<file path="config.mk">
export PLATFORM = sky130hd
export DESIGN_NAME = pmu_bank
export DESIGN_NICKNAME = d
export VERILOG_FILES = /design/src/rtl/pmu_pkg.sv /design/src/rtl/pmu_counter.sv /design/src/rtl/pmu_mask.sv /design/src/rtl/pmu_bank.sv
export SDC_FILE = /design/constraint.sdc
export NUM_CORES = 1
export LEC_CHECK = 0
export CORE_MARGIN = 2
export CORE_UTILIZATION = 30
export CTS_BUF_LIST = sky130_fd_sc_hd__clkbuf_8
export DETAILED_ROUTE_END_ITERATION = 10
export PLACE_DENSITY = 0.46
export SYNTH_ARGS = -nofsm -noshare
export SYNTH_HDL_FRONTEND = slang
export SYNTH_SLANG_ARGS = --single-unit
</file>
<file path="constraint.sdc">
create_clock -name clk -period 3.6 [get_ports clk]
set_clock_uncertainty 0.1 [all_clocks]
set_input_delay 0.54 -clock clk [delete_from_list [all_inputs] [get_ports clk]]
set_output_delay 0.54 -clock clk [all_outputs]
set_load 0.03 [all_outputs]
</file>
<file path="src/rtl/pmu_pkg.sv">
package pmu_pkg;
  localparam int ADDR_W  = 12;
  localparam int MASK_W  = 32;
  localparam int CYC_BIT = 31;

  localparam logic [ADDR_W-1:0] A_CTRL    = 12'h400;
  localparam logic [ADDR_W-1:0] A_CEN_CLR = 12'h403;
  localparam logic [ADDR_W-1:0] A_CEN_SET = 12'h404;
  localparam logic [ADDR_W-1:0] A_IEN_CLR = 12'h405;
  localparam logic [ADDR_W-1:0] A_IEN_SET = 12'h406;
  localparam logic [ADDR_W-1:0] A_OVF_CLR = 12'h407;
  localparam logic [ADDR_W-1:0] A_OVF_SET = 12'h408;
  localparam logic [ADDR_W-1:0] A_CYC     = 12'h40A;
  localparam int EVT_BASE   = 'h421;
  localparam int EVT_STRIDE = 'h10;

  // address of event counter n
  function automatic logic [ADDR_W-1:0] evt_addr(int n);
    return ADDR_W'(EVT_BASE + n * EVT_STRIDE);
  endfunction

  // bits that exist in every mask: events 0..nevt-1 plus the cycle bit
  function automatic logic [MASK_W-1:0] valid_mask(int nevt);
    logic [MASK_W-1:0] m;
    m = (MASK_W'(1) << nevt) - MASK_W'(1);
    m[CYC_BIT] = 1'b1;
    return m;
  endfunction

  // control register readback image
  function automatic logic [MASK_W-1:0] ctrl_image(logic run, int nevt);
    logic [MASK_W-1:0] r;
    r = '0;
    r[0] = run;
    r[15:11] = 5'(nevt);
    return r;
  endfunction
endpackage

</file>
<file path="src/rtl/pmu_counter.sv">
module pmu_counter #(
  parameter int W = 32
) (
  input  logic         clk,
  input  logic         rst_n,
  input  logic         clr,
  input  logic         ld,
  input  logic [W-1:0] ld_val,
  input  logic         inc,
  output logic [W-1:0] cnt,
  output logic         wrap
);
  logic step;
  // load and clear take priority; a coinciding increment is lost
  assign step = inc & ~ld & ~clr;
  assign wrap = step & (&cnt);

  always_ff @(posedge clk) begin
    if (!rst_n)    cnt <= '0;
    else if (clr)  cnt <= '0;
    else if (ld)   cnt <= ld_val;
    else if (step) cnt <= cnt + W'(1);
  end
endmodule

</file>
<file path="src/rtl/pmu_mask.sv">
module pmu_mask #(
  parameter int                 W     = 32,
  parameter logic [W-1:0]       VALID = '1
) (
  input  logic         clk,
  input  logic         rst_n,
  input  logic         set_wr,
  input  logic         clr_wr,
  input  logic [W-1:0] wdata,
  input  logic [W-1:0] hw_set,
  output logic [W-1:0] q
);
  logic [W-1:0] nxt;
  always_comb begin
    nxt = q & ~(clr_wr ? wdata : '0);
    nxt = nxt | (set_wr ? wdata : '0) | hw_set;
    nxt = nxt & VALID;
  end

  always_ff @(posedge clk) begin
    if (!rst_n) q <= '0;
    else        q <= nxt;
  end
endmodule

</file>
<file path="src/rtl/pmu_bank.sv">
module pmu_bank
  import pmu_pkg::*;
#(
  parameter int NUM_EVT = 8,
  parameter int EVT_W   = 32,
  parameter int CYC_W   = 64
) (
  input  logic              clk,
  input  logic              rst_n,
  input  logic              sel_wr,
  input  logic [ADDR_W-1:0] sel_addr,
  input  logic              dat_wr,
  input  logic [CYC_W-1:0]  dat_wdata,
  output logic [CYC_W-1:0]  dat_rdata,
  input  logic [NUM_EVT-1:0] evt_pulse,
  output logic              irq
);
  localparam logic [MASK_W-1:0] VMASK = valid_mask(NUM_EVT);

  logic [ADDR_W-1:0]        sel_q;
  logic                     glb_en_q;
  logic [MASK_W-1:0]        cnten_q, inten_q, ovs_q, wrap_vec;
  logic [NUM_EVT-1:0]       evt_wrap;
  logic                     cyc_wrap;
  logic [EVT_W-1:0]         evt_cnt [NUM_EVT];
  logic [NUM_EVT*EVT_W-1:0] evt_flat;
  logic [CYC_W-1:0]         cyc_cnt;
  logic                     wr_ctrl, clr_evt, clr_cyc;

  always_ff @(posedge clk) begin
    if (!rst_n)      sel_q <= '0;
    else if (sel_wr) sel_q <= sel_addr;
  end

  assign wr_ctrl = dat_wr && (sel_q == A_CTRL);
  assign clr_evt = wr_ctrl && dat_wdata[1];
  assign clr_cyc = wr_ctrl && dat_wdata[2];

  always_ff @(posedge clk) begin
    if (!rst_n)       glb_en_q <= 1'b0;
    else if (wr_ctrl) glb_en_q <= dat_wdata[0];
  end

  for (genvar n = 0; n < NUM_EVT; n++) begin : g_evt
    logic ld;
    assign ld = dat_wr && (sel_q == evt_addr(n));
    pmu_counter #(.W(EVT_W)) u_cnt (
      .clk(clk), .rst_n(rst_n), .clr(clr_evt), .ld(ld),
      .ld_val(dat_wdata[EVT_W-1:0]),
      .inc(glb_en_q & cnten_q[n] & evt_pulse[n]),
      .cnt(evt_cnt[n]), .wrap(evt_wrap[n])
    );
    assign evt_flat[n*EVT_W +: EVT_W] = evt_cnt[n];
  end

  pmu_counter #(.W(CYC_W)) u_cyc (
    .clk(clk), .rst_n(rst_n), .clr(clr_cyc),
    .ld(dat_wr && (sel_q == A_CYC)), .ld_val(dat_wdata),
    .inc(glb_en_q & cnten_q[CYC_BIT]),
    .cnt(cyc_cnt), .wrap(cyc_wrap)
  );

  always_comb begin
    wrap_vec = '0;
    wrap_vec[NUM_EVT-1:0] = evt_wrap;
    wrap_vec[CYC_BIT] = cyc_wrap;
  end

  pmu_mask #(.W(MASK_W), .VALID(VMASK)) u_cnten (
    .clk(clk), .rst_n(rst_n),
    .set_wr(dat_wr && (sel_q == A_CEN_SET)), .clr_wr(dat_wr && (sel_q == A_CEN_CLR)),
    .wdata(dat_wdata[MASK_W-1:0]), .hw_set('0), .q(cnten_q)
  );

  pmu_mask #(.W(MASK_W), .VALID(VMASK)) u_inten (
    .clk(clk), .rst_n(rst_n),
    .set_wr(dat_wr && (sel_q == A_IEN_SET)), .clr_wr(dat_wr && (sel_q == A_IEN_CLR)),
    .wdata(dat_wdata[MASK_W-1:0]), .hw_set('0), .q(inten_q)
  );

  pmu_mask #(.W(MASK_W), .VALID(VMASK)) u_ovs (
    .clk(clk), .rst_n(rst_n),
    .set_wr(dat_wr && (sel_q == A_OVF_SET)), .clr_wr(dat_wr && (sel_q == A_OVF_CLR)),
    .wdata(dat_wdata[MASK_W-1:0]), .hw_set(wrap_vec), .q(ovs_q)
  );

  assign irq = |(ovs_q & inten_q);

  always_comb begin
    dat_rdata = '0;
    case (sel_q)
      A_CTRL:               dat_rdata = CYC_W'(ctrl_image(glb_en_q, NUM_EVT));
      A_CEN_CLR, A_CEN_SET: dat_rdata = CYC_W'(cnten_q);
      A_IEN_CLR, A_IEN_SET: dat_rdata = CYC_W'(inten_q);
      A_OVF_CLR, A_OVF_SET: dat_rdata = CYC_W'(ovs_q);
      A_CYC:                dat_rdata = cyc_cnt;
      default: begin
        for (int n = 0; n < NUM_EVT; n++)
          if (sel_q == evt_addr(n)) dat_rdata = CYC_W'(evt_cnt[n]);
      end
    endcase
  end
endmodule

</file>
Word level (Yosys, flattened, before mapping)
Index checks and enable logic that the tools add are counted.

operators by class
  add/subtract/negate cells = 9
  equal/unequal tests = 16
  mux-type cells = 33
  bitwise operators = 67
  reduce and logical (&&, ||, !) cells = 42

operators by type and width
  kind                     number
  $mux W32                 23
  $mux W64                 9
  $pmux W64 S5             1
  $add A32 B1 Y32 const B  8
  $reduce_and A32 Y1       8
  $eq A12 B11 Y1 const B   16
  $and A32 B32 Y32         4
  $or A32 B32 Y32          4
  $not A32 Y32             3
  $add A64 B1 Y64 const B  1
  $reduce_and A64 Y1       1
  $and A1 B1 Y1            44
  $reduce_or A32 Y1        1
  $logic_and A1 B1 Y1      18
  $reduce_bool A2 Y1       9
  $not A1 Y1               12
  $reduce_or A2 Y1         5

word-level totals
  flip-flop bits (word level) = 429
  input bits = 88
  output and inout port bits = 65
  logic and storage cells = 184

Longest topological paths before layout
Gate-level depths: netlist of run 1.

  depth after elaboration = 10
  depth in mapped cells = 10
  gate-level depth less buffers = 7

By module
Synthesis of run 1 repeated with hierarchy kept, for this count alone.

second synthesis, totals
  cell total of the unflattened synthesis = 3235
  area total of the unflattened synthesis = 25555.8 sq um

modules (own cells, without submodules)
  module                             instances  cells an instance  area each (sq um)  seq. area each (sq um)
  pmu_counter at g_evt[0].u_cnt ...  8          232                1914.3             640.6
  pmu_bank                           1          737                4823.4             260.2
  pmu_counter at u_cyc               1          456                3691.0             1281.2
  pmu_mask                           3          62                 575.6              180.2

Least setup slack after synthesis of run 1
No wires, ideal clock.

  path type = register -> output
  start = register sel_q[11]
  end = output dat_rdata[11]
  arrival time = 2747 ps
  data required time = 2960 ps
  path slack = 213 ps
  cell stages (with the launch flop) = 9
  path buffers = 3
  cells stage by stage = dfxtp_1 or4b_1 buf_2 or3_1 buf_2 nor2_4 buf_4 o221ai_1 o31ai_1

on the way
  cells in the longest elaborated chain, start to end = 10
  elaborated cells on any way between the ends = 28
  those cells by class = eq/ne: 16; mux: 9; reduce/logical: 3

ends and longest elaborated chain
  what                    line            text
  from (decl)             pmu_bank.sv:20  logic [ADDR_W-1:0] sel_q;
  from (signal assigned)  pmu_bank.sv:32  else if (sel_wr) sel_q <= sel_addr;
  $eq A12 B11 Y1          pmu_bank.sv:99  if (sel_q == evt_addr(n)) dat_rdata = CYC_W'(evt_cnt[n]);
  $mux W32                pmu_bank.sv:99
  $mux W64 (7 in series)  pmu_bank.sv:99
  $pmux W64 S5 (*)        pmu_bank.sv:91  case (sel_q)
  to (decl)               pmu_bank.sv:14  output logic [CYC_W-1:0] dat_rdata,

Every way passes the cells marked *; elsewhere a longest branch is shown, timed or not.

Worst setup path in the final report of run 1
  start = register sel_q[8]
  end = output dat_rdata[31]

Same word-level chain as after synthesis.

==> impl_metrics.yaml, run 1 <==
synthesis:
  synth_cell_types: 65
  avgSynthCellArea_um2: 7.704
  synth_seq_cells: 360
  synth_top_cell_area_share_pct: 33.58
  synthCells: 2786
  syn_area_um2: 21460
  yosysMostFrequentCell: "dfxtp_1"
  syn_nets: 2883
  ys_warn_count: 0
  seq_area_frac_synth_pct: 33.58
  synthFlopType: "dfxtp_1"
  synth_edf_count: 0
  synthTopCellsByCount: "360 x dfxtp_1, 334 x o21ai_0, 329 x a21oi_1, 188 x xnor2_1, 181 x clkbuf_1"
  synth_largest_area_cell: "dfxtp_1"
  async_reset_ff_share_pct: 0
  synth_area_leaders: "dfxtp_1 34%, o21ai_0 7.8%, a21oi_1 7.7%"
floorplan:
  die-height_um: 271.5
  die_area_um2: 73700
  ios: 153
  coreArea_um2: 71120
  initial_utilization_pct: 30.18
  dieWidth_um: 271.5
  rows: 98
clocking:
  cts_max_level: 3
  path_clk_slew_ps: 50
  cts_buffers: 73
  cts_num_sinks: 360
  cts_buffer_depth: 3
  cts_root_buf: "clkbuf_8"
  postCtsHoldBufs: 0
  clk_latency_ps: 690
  cts_tree: "yes"
finish:
  utilization_pct: 38.13
  nets: 3059
  drive_above_1_share_pct: 14.45
  syn_to_final_growth_pct: 26.33
setup_path:
  cp_slowest_cell: "or4b_4"
  r2r_cells: 9
  worst-path-buf-inv: 3
  worst_ep_required_time_ps: 2960
  cp-start-kind: "register"
  cp-end-kind: "output port"
  critPathMaxStageDelay_ps: 610
  r2r-end: "g_evt[7].u_cnt.cnt[22]$_SDFFE_PP0P_"
  worstSetupPathType: "register to output port"
  rr_startpoint: "sel_q[8]$_SDFFE_PN0P_"
  cp_top_family: "simple AND/OR/NAND/NOR gates"
  rrSetupSlack_ps: 530
  cp_max_fo: 7
  path_cells: "or4b_4 -> or3_4 -> nor2_4 -> buf_12 -> buf_4 -> o221a_4 -> o21ai_2 -> o211ai_1 -> clkbuf_16"
  worstPathArrival_ps: 3310
global_routing:
  antenna_found_initial: 17
  track_usage_pct: 26.46
  grtUsageMet3_pct: 4.140
  top_usage_layer: "met2"
  grt_pass1_vias: 21790
  use_met2_pct: 43.50
  use_met1_pct: 34.28
  grt_pass1_wl_mm: 146.9
  grt_remaining_overflow: 0
  grt_max_degree: 75
outcome:
  violations: "DRC, setup timing"
  status: "complete, but fails checks"
routing:
  drt_iter0_drc: 2259
  detail_route.wl_per_cell_um: 25.51
  drt-total-wl_mm: 101.2
  viasPerCell: 5.756
  ant_nets: 0
  drcViolationCount: 3
  drt-pass1-iter-count: 11
  dr_total_vias: 22840
power:
  pwr-share-seq_pct: 44.0
  p_int_w: 0.006552
  pwr-share-clk_pct: 47.3
  power_frac_comb_pct: 8.7
  p_per_area_nw_per_um2: 336.2
  switching_share_pct: 28.14
  p_leak_nw: 8.630
  switchingPower_w: 0.002565
  vdd_drop_max_v: 0.0001926
place:
  dp_hpwl_mm: 72.24
  numPortBuffers: 152
  place_congestion: 0.9298
sta:
  report.final.slew_viol_count: 0
  setup_slack_ps: -351.6
  finalSetupViolations: 31
  relSlewSlack_pct: 21.97
  max_freq_mhz: 253.1
  hold_ws_ps: 380.6
  rsz0062_at_grt: "yes"
  min_period_over_period_pct: 109.8
  period_minus_slack_ps: 3952
  hold_viol: 0
  worst_pin_slew_ps: 1167
worst_hold_path:
  whs_path_depth: 3
  hold_class: "input port to register"
  holdCritStartpoint: "dat_wdata[38]"
  whs_endpoint: "u_cyc.cnt[38]$_SDFFE_PP0P_"
run:
  cap_viol_max_count: 0
## sequential cells by signal, indices dropped and copies added, names as in the netlist
| signal | count |
|---|---|
| u_ovs.q | 9 |
| glb_en_q | 1 |
| u_cnten.q | 9 |
| g_evt.u_cnt.cnt | 256 |
| u_cyc.cnt | 64 |
| sel_q | 12 |
| u_inten.q | 9 |
## worst register-to-register path, delay by kind of cell (launching register included)
kind,cells,cell delay [ps]
DFF,1,320
AOI/OAI and AO/OA,1,80
xor gates and xnor gates,1,130
buffers and inverters,3,660
and+or+nand+nor,4,1660
## metal layers
metal  vias to the layer above  share of wire, %
met5                         -                 0
met4                         0               4.3
met3                       187               6.9
met2                       897                47
li1                      10590                 -
met1                     11170                42
## power groups by stage
| stage | combinational, W | clock (W) | sequential [W] |
|---|---|---|---|
| 2_1_floorplan | 0.000296 | 0 | 0.00409 |
| 3_3_place_gp | 0.000722 | 0 | 0.00410 |
| 3_5_place_dp | 0.000726 | 0 | 0.00410 |
| 4_1_cts | 0.000757 | 0.00438 | 0.00401 |
| 5_1_grt | 0.000834 | 0.00457 | 0.00401 |
| 6_report | 0.000797 | 0.00431 | 0.00401 |
## cell usage in the layout (no fill, tap or decap), types with 29 or more instances in the layout
master           instances
a21oi_1                329
a22oi_1                 52
and2_1                  42
and3_1                  40
and4_1                  40
buf_12                  42
buf_4                  152
clkbuf_8                91
clkdlybuf4s50_1         88
dfxtp_1                354
inv_1                   86
mux2i_1                 29
nand2_1                147
nand3_1                132
nand4_1                118
nor2_1                 173
nor2b_1                 33
nor3_1                  76
nor4_1                  32
o21ai_0                326
xnor2_1                188
xor2_1                 118
## cell type report
class	count	area, um^2
multi-input combinational	2161	13790
clock inverter	33	171.4
inverter	62	234.0
timing repair buffer	304	3237
tap	950	1189
fill	7424	44000
clock buffer	91	1252
sequential	360	7222
antenna	7	17.52
## through the flow
stage | instance area (um^2) | instances | TNS, ps | total power [W] | setup WS, ps
2_1_floorplan | 21460 | 2786 | 0 | 0.004387 | 213.1
3_3_place_gp | 24740 | 3805 | -436.6 | 0.004821 | -125.9
3_5_place_dp | 24740 | 3805 | -326.3 | 0.004826 | -128.6
4_1_cts | 26650 | 3938 | -7933 | 0.009149 | -354.5
5_1_grt | 27110 | 3966 | -8192 | 0.009410 | -412.5
6_report | 27120 | 3968 | -5970 | 0.009118 | -351.6
## cells by family (layout without fill, tap and decap cells)
family / count (synthesis) / after routing / share of synthesized area [%]
AOI/OAI and AO/OA: 896 / 896 / 24.38
xor gates and xnor gates: 306 / 306 / 12.49
adders and majority gates: 9 / 9 / 0.5246
buffers and inverters: 265 / 490 / 4.739
DFF: 360 / 360 / 33.58
muxes: 30 / 30 / 1.405
other: 0 / 7 / 0
and+or+nand+nor: 920 / 920 / 22.89
## worst max-delay path by stage
| stage | start | end | slack, ps | cells past startpoint |
|---|---|---|---|---|
| 2_1_floorplan | sel_q[11]$_SDFFE_PN0P_ | dat_rdata[11] | 210 | 8 |
| 3_3_place_gp | sel_q[11]$_SDFFE_PN0P_ | dat_rdata[18] | -130 | 8 |
| 3_5_place_dp | sel_q[11]$_SDFFE_PN0P_ | dat_rdata[18] | -130 | 8 |
| 4_1_cts | sel_q[9]$_SDFFE_PN0P_ | dat_rdata[18] | -350 | 8 |
| 5_1_grt | sel_q[8]$_SDFFE_PN0P_ | dat_rdata[31] | -410 | 9 |
| 6_report | sel_q[8]$_SDFFE_PN0P_ | dat_rdata[31] | -350 | 9 |
## timing repair
item,CTS,global route
buffers inserted,6,23
resized for setup,74,68
pin swaps,30,23
cloned,3,3
endpoints found under the setup margin,32,35
hold endpoints to repair,0,0
Power figures use the tool's default switching activity.
==> run 2: changes to the inputs <==
--- a/config.mk
+++ b/config.mk
@@ -9,6 +9,7 @@
 export CORE_UTILIZATION = 30
 export CTS_BUF_LIST = sky130_fd_sc_hd__clkbuf_8
 export DETAILED_ROUTE_END_ITERATION = 10
+export HOLD_SLACK_MARGIN = 0.1
 export PLACE_DENSITY = 0.46
 export SYNTH_ARGS = -nofsm -noshare
 export SYNTH_HDL_FRONTEND = slang
==> results of run 2 <==
No change in the layout: final DEF, timing and power equal those of run 1.
